<file path="config.mk">
export PLATFORM = sky130hd
export DESIGN_NAME = adc_byte_host
export DESIGN_NICKNAME = d
export VERILOG_FILES = /design/src/rtl/adc_host_pkg.sv /design/src/rtl/adc_step_timer.sv /design/src/rtl/adc_word_pack.sv /design/src/rtl/adc_byte_host.sv
export SDC_FILE = /design/constraint.sdc
export NUM_CORES = 1
export LEC_CHECK = 0
export CORE_UTILIZATION = 51
export CTS_BUF_LIST = sky130_fd_sc_hd__clkbuf_16
export DETAILED_ROUTE_END_ITERATION = 6
export PLACE_DENSITY_LB_ADDON = 0.12
export REMOVE_ABC_BUFFERS = 1
export SETUP_SLACK_MARGIN = 0.5
export SYNTH_ARGS = -nofsm -noshare
export SYNTH_HDL_FRONTEND = slang
export SYNTH_HIERARCHICAL = 1
export SYNTH_SLANG_ARGS = --single-unit
</file>
<file path="constraint.sdc">
create_clock -name clk -period 3.1 [get_ports clk]
set_clock_uncertainty 0.15 [all_clocks]
set_input_delay 0.31 -clock clk [delete_from_list [all_inputs] [get_ports clk]]
set_output_delay 0.31 -clock clk [all_outputs]
set_load 0.02 [all_outputs]
</file>
<file path="src/rtl/adc_host_pkg.sv">
package adc_host_pkg;

    typedef enum logic [3:0] {
        ST_IDLE,
        ST_SLEEP,
        ST_REF_WAIT,
        ST_NAP,
        ST_NAP_WAKE,
        ST_SETUP,
        ST_STROBE,
        ST_BUSY_WAIT,
        ST_READ_HI,
        ST_READ_GAP,
        ST_READ_LO,
        ST_DONE
    } host_state_e;

    function automatic int max_of(input int a, input int b);
        return (a > b) ? a : b;
    endfunction

endpackage

</file>
<file path="src/rtl/adc_step_timer.sv">
module adc_step_timer #(
    parameter int CNT_W = 8
) (
    input  logic             clk,
    input  logic             rst_n,
    input  logic             clr,
    output logic [CNT_W-1:0] cnt
);

    always_ff @(posedge clk or negedge rst_n) begin
        if (!rst_n) begin
            cnt <= '0;
        end else if (clr) begin
            cnt <= '0;
        end else if (cnt != '1) begin
            cnt <= cnt + 1'b1;
        end
    end

endmodule

</file>
<file path="src/rtl/adc_word_pack.sv">
module adc_word_pack #(
    parameter int BUS_W  = 8,
    parameter int WORD_W = 12
) (
    input  logic              clk,
    input  logic              rst_n,
    input  logic              cap_hi,
    input  logic              cap_lo,
    input  logic              bipolar,
    input  logic [BUS_W-1:0]  bus_i,
    output logic [WORD_W-1:0] word_o
);

    localparam int HI_W = WORD_W - BUS_W;

    logic [HI_W-1:0]  hi_q;
    logic [BUS_W-1:0] lo_q;

    always_ff @(posedge clk or negedge rst_n) begin
        if (!rst_n) begin
            hi_q <= '0;
            lo_q <= '0;
        end else begin
            if (cap_hi) hi_q <= bus_i[HI_W-1:0];
            if (cap_lo) lo_q <= bus_i;
        end
    end

    always_comb begin
        word_o = {hi_q, lo_q};
        word_o[WORD_W-1] = hi_q[HI_W-1] ^ bipolar;
    end

endmodule

</file>
<file path="src/rtl/adc_byte_host.sv">
module adc_byte_host
    import adc_host_pkg::*;
#(
    parameter int BUS_W          = 8,
    parameter int WORD_W         = 12,
    parameter int SETUP_CYC      = 2,
    parameter int STROBE_CYC     = 3,
    parameter int ACCESS_CYC     = 3,
    parameter int NAP_WAKE_CYC   = 124,
    parameter int BUSY_LIMIT_CYC = 2000
) (
    input  logic              clk,
    input  logic              rst_n,
    input  logic              req_i,
    input  logic              bipolar_i,
    input  logic              nap_i,
    input  logic              sleep_i,
    output logic              req_ready_o,
    output logic              res_valid_o,
    output logic [WORD_W-1:0] res_data_o,
    output logic              timeout_o,
    output logic              adc_csel_n_o,
    output logic              adc_start_n_o,
    output logic              adc_rd_n_o,
    output logic              adc_hibyte_o,
    output logic              adc_nap_n_o,
    output logic              adc_sleep_n_o,
    input  logic              adc_busy_n_i,
    input  logic              adc_ref_ok_i,
    input  logic [BUS_W-1:0]  adc_data_i
);

    localparam int MAX_CYC = max_of(max_of(SETUP_CYC, STROBE_CYC),
                                    max_of(max_of(ACCESS_CYC, NAP_WAKE_CYC), BUSY_LIMIT_CYC));
    localparam int CNT_W = $clog2(MAX_CYC + 1);
    localparam logic [CNT_W-1:0] SETUP_LAST  = CNT_W'(SETUP_CYC - 1);
    localparam logic [CNT_W-1:0] STROBE_LAST = CNT_W'(STROBE_CYC - 1);
    localparam logic [CNT_W-1:0] ACCESS_LAST = CNT_W'(ACCESS_CYC - 1);
    localparam logic [CNT_W-1:0] WAKE_LAST   = CNT_W'(NAP_WAKE_CYC - 1);
    localparam logic [CNT_W-1:0] LIMIT_LAST  = CNT_W'(BUSY_LIMIT_CYC - 1);

    host_state_e      state_q, state_d;
    logic [CNT_W-1:0] step_cnt;
    logic             busy_seen_q;
    logic             mode_q;
    logic             accept;
    logic             conv_end;
    logic             cap_hi, cap_lo;

    assign accept   = (state_q == ST_IDLE) && !sleep_i && !nap_i && req_i;
    assign conv_end = busy_seen_q && adc_busy_n_i;

    // State register
    always_ff @(posedge clk or negedge rst_n) begin
        if (!rst_n) state_q <= ST_IDLE;
        else        state_q <= state_d;
    end

    // Busy low seen since strobe, and result format latched at acceptance
    always_ff @(posedge clk or negedge rst_n) begin
        if (!rst_n) begin
            busy_seen_q <= 1'b0;
            mode_q      <= 1'b0;
        end else begin
            if (accept) mode_q <= bipolar_i;
            if (state_q == ST_STROBE || state_q == ST_BUSY_WAIT) begin
                if (!adc_busy_n_i) busy_seen_q <= 1'b1;
            end else begin
                busy_seen_q <= 1'b0;
            end
        end
    end

    adc_step_timer #(.CNT_W(CNT_W)) u_timer (
        .clk   (clk),
        .rst_n (rst_n),
        .clr   (state_d != state_q),
        .cnt   (step_cnt)
    );

    // Next-state logic
    always_comb begin
        state_d = state_q;
        unique case (state_q)
            ST_IDLE: begin
                if (sleep_i)     state_d = ST_SLEEP;
                else if (nap_i)  state_d = ST_NAP;
                else if (req_i)  state_d = ST_SETUP;
            end
            ST_SLEEP:     if (!sleep_i)                  state_d = ST_REF_WAIT;
            ST_REF_WAIT:  if (adc_ref_ok_i)              state_d = ST_IDLE;
            ST_NAP:       if (!nap_i)                    state_d = ST_NAP_WAKE;
            ST_NAP_WAKE:  if (step_cnt == WAKE_LAST)     state_d = ST_IDLE;
            ST_SETUP:     if (step_cnt == SETUP_LAST)    state_d = ST_STROBE;
            ST_STROBE:    if (step_cnt == STROBE_LAST)   state_d = ST_BUSY_WAIT;
            ST_BUSY_WAIT: begin
                if (conv_end)                     state_d = ST_READ_HI;
                else if (step_cnt == LIMIT_LAST)  state_d = ST_IDLE;
            end
            ST_READ_HI:   if (step_cnt == ACCESS_LAST)   state_d = ST_READ_GAP;
            ST_READ_GAP:                                 state_d = ST_READ_LO;
            ST_READ_LO:   if (step_cnt == ACCESS_LAST)   state_d = ST_DONE;
            ST_DONE:                                     state_d = ST_IDLE;
            default:                                     state_d = ST_IDLE;
        endcase
    end

    // Output logic
    always_comb begin
        req_ready_o   = 1'b0;
        res_valid_o   = 1'b0;
        timeout_o     = 1'b0;
        adc_csel_n_o  = 1'b1;
        adc_start_n_o = 1'b1;
        adc_rd_n_o    = 1'b1;
        adc_hibyte_o  = 1'b0;
        adc_nap_n_o   = 1'b1;
        adc_sleep_n_o = 1'b1;
        cap_hi        = 1'b0;
        cap_lo        = 1'b0;
        unique case (state_q)
            ST_IDLE:      req_ready_o = !sleep_i && !nap_i;
            ST_SLEEP:     adc_sleep_n_o = 1'b0;
            ST_NAP:       adc_nap_n_o = 1'b0;
            ST_SETUP:     adc_csel_n_o = 1'b0;
            ST_STROBE: begin
                adc_csel_n_o  = 1'b0;
                adc_start_n_o = 1'b0;
            end
            ST_BUSY_WAIT: begin
                adc_csel_n_o = 1'b0;
                timeout_o    = !conv_end && (step_cnt == LIMIT_LAST);
            end
            ST_READ_HI: begin
                adc_csel_n_o = 1'b0;
                adc_rd_n_o   = 1'b0;
                adc_hibyte_o = 1'b1;
                cap_hi       = (step_cnt == ACCESS_LAST);
            end
            ST_READ_GAP:  adc_csel_n_o = 1'b0;
            ST_READ_LO: begin
                adc_csel_n_o = 1'b0;
                adc_rd_n_o   = 1'b0;
                cap_lo       = (step_cnt == ACCESS_LAST);
            end
            ST_DONE:      res_valid_o = 1'b1;
            default: ;
        endcase
    end

    adc_word_pack #(.BUS_W(BUS_W), .WORD_W(WORD_W)) u_pack (
        .clk     (clk),
        .rst_n   (rst_n),
        .cap_hi  (cap_hi),
        .cap_lo  (cap_lo),
        .bipolar (mode_q),
        .bus_i   (adc_data_i),
        .word_o  (res_data_o)
    );

endmodule

</file>
Word level (Yosys, flattened, before mapping)
Cells that the tools add are included.
Widths: inputs -> output; s select.
- input bits: 16
- flip-flop bits (word level): 29
- logic and storage cells: 69
- output and inout port bits: 21
- add/sub/neg operators: 1
- mux-type cells: 29
- bitwise operators: 1
- reductions and logical operators: 14
- eq/ne operators: 18
- operator list (cell ; number):
    $mux 4 ; 13
    $pmux 4 s11 ; 1
    $mux 11 ; 2
    $eq 4x3->1 const B ; 4
    $eq 4x4->1 const B ; 4
    $mux 1 ; 13
    $add 11x1->11 const B ; 1
    $eq 11x1->1 const B ; 1
    $eq 11x11->1 const B ; 1
    $eq 11x2->1 const B ; 1
    $eq 11x7->1 const B ; 1
    $ne 11x11->1 const B ; 1
    $eq 4x2->1 const B ; 2
    $logic_and 1x1->1 ; 6
    $reduce_or 6->1 ; 1
    $eq 4x1->1 const B ; 1
    $logic_not 4->1 ; 1
    $ne 4x4->1 ; 1
    $logic_not 1->1 ; 3
    $ne 2x2->1 const B ; 1
    $reduce_bool 2->1 ; 1
    $reduce_or 2->1 ; 1
    $logic_or 1x1->1 ; 1
    $xor 1x1->1 ; 1

Depth between registers and ports, before layout
Gate-level depths: netlist (run 1).
- word-level depth: 6
- depth in mapped cells: 10
- mapped depth without buffers: 8

Cells and area by module
The synthesis (run 1) kept the hierarchy.
- by module, submodules not included (module ; seq. area each (um^2) ; area each (um^2) ; cells an instance ; times used):
    adc_byte_host ; 150.1 ; 655.6 ; 82 ; 1
    adc_step_timer ; 275.3 ; 593.1 ; 60 ; 1
    adc_word_pack ; 300.3 ; 508.0 ; 29 ; 1

Worst setup path before layout (run 1)
OpenSTA, ideal clock, no wires.
- kind: register to register
- start point: register u_timer.cnt[3]
- end point: register u_timer.cnt[4]
- slack: 0.517 ns
- arrival: 2.307 ns
- period minus slack after synthesis: 2.583 ns
- buffers on the path: 1
- cell stages (with the launch flop): 10
- library setup time: 0.126 ns
- required time: 2.824 ns
- cells stage by stage: dfrtp_1 or4_1 nor4_2 nor4_1 a211o_2 xnor2_1 nand3_1 clkbuf_1 a21oi_1 o31a_2
- cells in the longest elaborated chain, start to end: 6
- elaborated cells between the ends (all ways): 18
- classes of those cells: add/sub: 1; eq/ne: 6; mux: 10; reduce/logical: 1
- RTL lines (what ; line ; text):
    start: declaration ; adc_step_timer.sv:7 ; output logic [CNT_W-1:0] cnt
    start signal: assignment ; adc_step_timer.sv:16 ; cnt <= cnt + 1'b1;
    $eq 11x11->1 ; adc_byte_host.sv:98 ; else if (step_cnt == LIMIT_LAST) state_d = ST_IDLE;
    $mux 4 ; adc_byte_host.sv:98 ;
    $mux 4 ; adc_byte_host.sv:97 ; if (conv_end) state_d = ST_READ_HI;
    $pmux 4 s11 (*) ; adc_byte_host.sv:84 ; unique case (state_q)
    named net state_d[0] ; adc_byte_host.sv:42 ; host_state_e state_q, state_d;
    $ne 4x4->1 (*) ; adc_byte_host.sv:77 ; .clr (state_d != state_q),
    $mux 11 or $reduce_bool 2->1 (tied branches) ; n/a ;
The timed path passes the listed nets; every way through them passes the cells marked *. The select of a mux whose other input is x is not followed.
A chain may end at the register's enable or synchronous reset.

Worst setup path in the final report (run 1)
- start point: register u_timer.cnt[10]
- end point: register u_timer.cnt[9]
The elaborated chain is that of the path after synthesis.

==> impl_metrics.env, run 1 <==
export IMPL_critical_path_arrival_ns=2.58
export IMPL_rr_worst_depth=8
export IMPL_status="finished, final reports clean"
export IMPL_die_w_um=60.7
export IMPL_nNetsFinal=232
export IMPL_clockRootBuffer="clkbuf_16"
export IMPL_place_hpwl_um=2810
export IMPL_dr_max_layer_used="met4"
export IMPL_crit_type="flip-flop to flip-flop"
export IMPL_cts_made_buffers=5
export IMPL_cts_sinks=29
export IMPL_setup_viol=0
export IMPL_cp_start_kind="flip-flop"
export IMPL_routed_wl_um=4390
export IMPL_synth_seq_area_share=0.413
export IMPL_core_rowCount=20
export IMPL_rsz0062_at_grt="true"
export IMPL_antenna_found_initial=0
export IMPL_synthCells=171
export IMPL_drc=0
export IMPL_dieArea_um2=3680
export IMPL_power_total_uw=1690
export IMPL_grt_pass1_wl_um=6570
export IMPL_vdd_drop_max_mv=0.427
export IMPL_clock_tree_buffer_depth=2
export IMPL_max_slew_margin=0.555
export IMPL_final_cells=260
export IMPL_dr_wl_met3_um=270
export IMPL_gp_congestion=0.850
export IMPL_synth_warnings=6
export IMPL_path_delay_family="simple AND/OR/NAND/NOR gates"
export IMPL_r2r_end="u_timer/cnt[9]"
export IMPL_path_clk_slew_ns=0.05
export IMPL_critPathMaxFanout=6
export IMPL_power_frac_seq=0.309
export IMPL_final_area_um2=2400
export IMPL_cts_htree_levels=2
export IMPL_grt_max_degree=30
export IMPL_rrSetupSlack_ns=0.52
export IMPL_fmax_ghz=0.388
export IMPL_cp_depth=8
export IMPL_drtPass1Iterations=5
export IMPL_hp_class="primary input to async pin"
export IMPL_synth_edf_count=0
export IMPL_dpl_cell_area_um2=2110
export IMPL_synthesis_area_um2=1760
export IMPL_critPathMaxStageDelay_ns=0.56
export IMPL_fp_coreArea_um2=3150
export IMPL_io_buffers=36
export IMPL_antenna_left=0
export IMPL_die_y_um=60.7
export IMPL_synth_area_leaders="dfrtp_1 41%, mux2_4 6.8%, mux2_2 4.5%"
export IMPL_tightest_slew_ns=0.663
export IMPL_diodes=0
export IMPL_finalSetupTns_ns=0
export IMPL_ys_async_sr_fraction=1.00
export IMPL_r2r_start="u_timer/cnt[10]"
export IMPL_drv_cap=0
export IMPL_p_leak_uw=0.000986
export IMPL_grtUsageTotal=0.247
export IMPL_vias_per_cell=5.79
export IMPL_synth_top_area_frac=0.413
export IMPL_num_vias=1506
export IMPL_synth_avg_cell_area_um2=10.3
export IMPL_yosysMostFrequentCell="dfrtp_1"
export IMPL_fin_hold_ws_ns=0.288
export IMPL_initial_core_util=0.557
export IMPL_comb_power_share=0.427
export IMPL_period_share=0.831
export IMPL_required_ns=3.10
export IMPL_cts_tree="built"
export IMPL_synth_top_cells_by_count="29 x dfrtp_1, 16 x nand2_1, 15 x nor2_1"
export IMPL_period_needed_ns=2.58
export IMPL_synth_ff_type="dfrtp_1"
export IMPL_drtIter0Drc=104
export IMPL_synth_top_cell_by_area="dfrtp_1"
export IMPL_hold_viol_final=0
export IMPL_dp_cells=242
export IMPL_intPower_uw=1070
export IMPL_met1Wirelength_um=1870
export IMPL_post_drt_wl_per_cell_um=16.9
export IMPL_critPathSlowestCell="or4_4"
export IMPL_swShare=0.364
export IMPL_grt_pass1_vias=1400
export IMPL_layout_drive_gt1_share=0.296
export IMPL_p_clk_frac=0.264
export IMPL_wl_met2_um=2180
export IMPL_io_pins=37
export IMPL_syn2layout_area_growth_pct=36.8
export IMPL_clk_latency_ns=0.27
export IMPL_path_cells="or4_4 > or2_4 > o311ai_4 > nand3_2 > mux2i_4 > nand3_4 > nor2_1 > mux2_2"
export IMPL_path_buf_inv=0
export IMPL_ys_ff_latch=29
export IMPL_p_switching_uw=615
export IMPL_p_per_area_nw_per_um2=702
export IMPL_crit_path_end_kind="flip-flop"
export IMPL_slew_violations=0
export IMPL_overflow=0
export IMPL_synth_distinct_cells=57
-- sequential cells by signal, indices dropped and copies added, names as in the netlist --
register and cells:
u_timer/cnt 11, u_pack/lo_q 8, state_q 4, u_pack/hi_q 4, busy_seen_q 1, mode_q 1
-- worst register-to-register path: cells and delay by family (launching register included) --
kind	cells	cell delay, ns
DFF	1	0.40
muxes	2	0.48
and+or+nand+nor	5	1.18
AOI/OAI and AO/OA	1	0.24
-- timing repair --
action,4_1_cts,5_1_grt
setup endpoints to repair,20,21
gates resized for setup,6,14
pin swaps,3,9
setup buffers,4,6
hold buffers,0,0
-- how the worst max path moves through the flow --
stage	start	to	slack, ns
finish	u_timer/cnt[10]	u_timer/cnt[9]	0.52
floorplan	u_timer/cnt[3]	u_timer/cnt[9]	0.47
global route	u_timer/cnt[10]	u_timer/cnt[9]	0.45
CTS	u_timer/cnt[10]	u_timer/cnt[6]	0.50
detailed placement	u_timer/cnt[7]	u_timer/cnt[9]	0.20
global placement	u_timer/cnt[7]	u_timer/cnt[4]	0.32
-- cells by family after synthesis --
logic type,after synthesis,synth area share
simple gates,76,0.263
flops,29,0.413
compound gates,27,0.114
mux,19,0.136
buf+inv,16,0.0520
xor+xnor,3,0.0150
fa+ha+maj,1,0.00712
-- through the flow --
step | setup slack [ns] | util
after detailed placement | 0.202 | 0.669
final | 0.524 | 0.762
after floorplan | 0.475 | -
after global placement | 0.322 | 0.669
after CTS | 0.500 | 0.733
after global routing | 0.452 | 0.762
-- cell usage in the layout, fill, tap and decap left out, drive strengths merged, types with 2 or more instances in the layout --
| cell type | n |
|---|---|
| a21oi | 8 |
| and3 | 2 |
| buf | 11 |
| clkbuf | 5 |
| clkdlybuf4s50 | 36 |
| clkinv | 2 |
| dfrtp | 29 |
| inv | 7 |
| mux2 | 15 |
| mux2i | 4 |
| nand2 | 16 |
| nand2b | 2 |
| nand3 | 10 |
| nand4 | 3 |
| nor2 | 15 |
| nor2b | 3 |
| nor3 | 4 |
| nor3b | 2 |
| nor4 | 4 |
| o21ai | 5 |
| o31a | 2 |
| or2 | 2 |
| or3 | 4 |
| or4 | 3 |
| xor2 | 2 |
-- routing by layer --
layer / track usage / up-vias
li1: - / 700
met1: 0.313 / 725
met2: 0.405 / 73
met3: 0.0554 / 8
met4: 0.110 / 0
met5: 0 / -
-- area by class of cell --
cell class | count | area (um2)
timing repair buffer | 47 | 450
tap | 44 | 55.1
clock inverter | 3 | 13.8
fill | 207 | 749
clock buffer | 5 | 125
inverter | 6 | 22.5
multi-input combinational | 126 | 1000
sequential | 29 | 734
-- power by group through the flow --
stage	Combinational (uW)	Sequential [uW]	Clock, uW
after floorplan	361	486	0
after global placement	502	505	0
after detailed placement	519	509	0
after CTS	596	506	451
after global routing	771	527	471
final	721	521	445
Power figures use the tool's default switching activity.
==> run 2: changes to the inputs <==
--- a/config.mk
+++ b/config.mk
@@ -5,7 +5,7 @@
 export SDC_FILE = /design/constraint.sdc
 export NUM_CORES = 1
 export LEC_CHECK = 0
-export CORE_UTILIZATION = 51
+export CORE_UTILIZATION = 46
 export CTS_BUF_LIST = sky130_fd_sc_hd__clkbuf_16
 export DETAILED_ROUTE_END_ITERATION = 6
 export PLACE_DENSITY_LB_ADDON = 0.12
==> constraint.sdc (replaced) <==
create_clock -name clk -period 2.15 [get_ports clk]
set_clock_uncertainty 0.15 [all_clocks]
set_input_delay 0.215 -clock clk [delete_from_list [all_inputs] [get_ports clk]]
set_output_delay 0.215 -clock clk [all_outputs]
set_load 0.02 [all_outputs]
==> run 2 against run 1 <==
The flow now finishes with violations (negative setup slack); worst setup slack worse by 0.99 ns; total power is 110% higher; sequential share of layout area is 7.1 points lower; worst hold slack worse by 0.11 ns; combinational power grew to 3.0 times the previous value; sequential power grew 27%; cell area is 29% higher; first-iteration DRC count shrank 2.9%.
==> impl_metrics.env, run 2 (synthesis results as in run 1) <==
export IMPL_num_vias=1845
export IMPL_grt_max_degree=30
export IMPL_clk_latency_ns=0.28
export IMPL_top_regs="u_timer/cnt (11), u_pack/lo_q (8)"
export IMPL_place_hpwl_um=3400
export IMPL_setup_viol=24
export IMPL_final_area_um2=3100
export IMPL_p_per_area_nw_per_um2=1130
export IMPL_drtIter0Drc=101
export IMPL_cts_tree="built"
export IMPL_clock_tree_buffer_depth=2
export IMPL_hold_viol_final=0
export IMPL_syn2layout_area_growth_pct=76.6
export IMPL_final_cell_mix="45 x buf_4, 33 x buf_6, 27 x dfrtp_1"
export IMPL_critPathMaxStageDelay_ns=0.57
export IMPL_io_buffers=36
export IMPL_rsz0062_at_grt="true"
export IMPL_max_slew_margin=0.524
export IMPL_nNetsFinal=291
export IMPL_cts_htree_levels=2
export IMPL_rr_worst_depth=8
export IMPL_fp_coreArea_um2=3660
export IMPL_fmax_ghz=0.383
export IMPL_initial_core_util=0.480
export IMPL_cp_depth=8
export IMPL_cp_start_kind="flip-flop"
export IMPL_gp_congestion=0.858
export IMPL_slew_violations=0
export IMPL_required_ns=2.15
export IMPL_tightest_slew_ns=0.709
export IMPL_vdd_drop_max_mv=0.583
export IMPL_path_delay_family="simple AND/OR/NAND/NOR gates"
export IMPL_cts_sinks=29
export IMPL_crit_path_end_kind="flip-flop"
export IMPL_layout_drive_gt1_share=0.540
export IMPL_drc=0
export IMPL_path_buf_inv=0
export IMPL_path_clk_slew_ns=0.05
export IMPL_io_pins=37
export IMPL_final_core_util=0.847
export IMPL_overflow=0
export IMPL_vias_per_cell=5.73
export IMPL_largest_reg_flops=11
export IMPL_core_rowCount=22
export IMPL_grt_pass1_wl_um=9380
export IMPL_violations="negative setup slack"
export IMPL_antenna_found_initial=0
export IMPL_grt_pass1_vias=1912
export IMPL_die_y_um=63.8
export IMPL_die_w_um=63.8
export IMPL_clockRootBuffer="clkbuf_16"
export IMPL_drv_cap=0
export IMPL_hp_class="primary input to async pin"
export IMPL_cts_made_buffers=5
export IMPL_grtUsageTotal=0.308
export IMPL_fillers=181
export IMPL_drtPass1Iterations=4
export IMPL_setup_ws_ns=-0.463
export IMPL_period_needed_ns=2.61
export IMPL_critPathMaxFanout=6
export IMPL_path_cells="or4_4 > or2_4 > nor4b_4 > a211o_2 > xnor2_2 > nand3_4 > nor2_1 > mux2_2"
export IMPL_p_leak_uw=0.00139
export IMPL_dpl_cell_area_um2=2470
export IMPL_layout_commonest_cell="buf_4"
export IMPL_routed_wl_um=6280
export IMPL_crit_type="flip-flop to flip-flop"
export IMPL_critical_path_arrival_ns=2.62
export IMPL_cts_hold_buf=0
export IMPL_status="finished with violations"
export IMPL_post_drt_wl_per_cell_um=19.5
export IMPL_antenna_left=0
export IMPL_critPathSlowestCell="or4_4"
export IMPL_dieArea_um2=4070
export IMPL_period_share=1.22
export IMPL_diodes=0
export IMPL_regMostFlops="u_timer/cnt"
-- run 2: layer usage --
metal / routed length (um) / track usage / up-vias
li1: - / - / 824
met1: 2370 / 0.341 / 910
met2: 3440 / 0.559 / 85
met3: 275 / 0.0607 / 26
met4: 197 / 0.151 / 0
met5: 0 / 0 / -
-- run 2: area by class of cell --
type | instances | area [um2] | share of cell area
timing repair buffer | 106 | 1000 | 0.324
clock buffer | 5 | 125 | 0.0403
clock inverter | 2 | 7.51 | 0.00242
inverter | 6 | 25.0 | 0.00807
tap | 48 | 60.1 | 0.0194
multi-input combinational | 126 | 1150 | 0.372
sequential | 29 | 728 | 0.235
-- run 2: worst register-to-register path: cells and delay by family, from the launching register on --
kind | cells | cell delay [ns]
AOI/OAI and AO/OA | 1 | 0.22
and+or+nand+nor | 5 | 1.37
xor gates and xnor gates | 1 | 0.10
DFF | 1 | 0.39
muxes | 1 | 0.26
-- run 2: path summary, 6_finish.rpt --
| check | from | slack (ns) | end |
|---|---|---|---|
| max in group asynchronous | rst_n | 1.36 | state_q[0] |
| min | rst_n | 0.18 | u_pack/hi_q[2] |
| min in group clk | u_pack/hi_q[1] | 0.36 | u_pack/hi_q[1] |
| max | u_timer/cnt[7] | -0.46 | u_timer/cnt[9] |
| max reg2reg | u_timer/cnt[7] | -0.46 | u_timer/cnt[9] |
| min reg2reg | u_pack/hi_q[1] | 0.36 | u_pack/hi_q[1] |
-- run 2: power breakdown --
group | internal (uW) | total, uW | leakage (uW) | switching, uW
Sequential | 606 | 664 | 0.000395 | 57.4
Combinational | 1190 | 2180 | 0.000928 | 997
Clock | 412 | 645 | 0.0000685 | 233
-- run 2: per-stage QoR --
stage | TNS, ns | hold slack (ns) | power, uW | worst slack (ns) | instances
floorplan | -6.28 | -0.231 | 1220 | -0.475 | 161
global placement | -7.93 | 0.345 | 1850 | -0.400 | 293
detailed placement | -10.72 | 0.345 | 1900 | -0.543 | 293
CTS | -7.75 | 0.196 | 3090 | -0.374 | 315
global route | -11.14 | 0.216 | 3610 | -0.511 | 322
finish | -9.79 | 0.178 | 3490 | -0.463 | 322
-- run 2: repair_timing --
item                       in CTS  in global routing
pin swaps                      15                 22
setup endpoints to repair      37                 38
cloned                          0                  0
setup buffers                  15                  7
gates resized for setup       108                 29
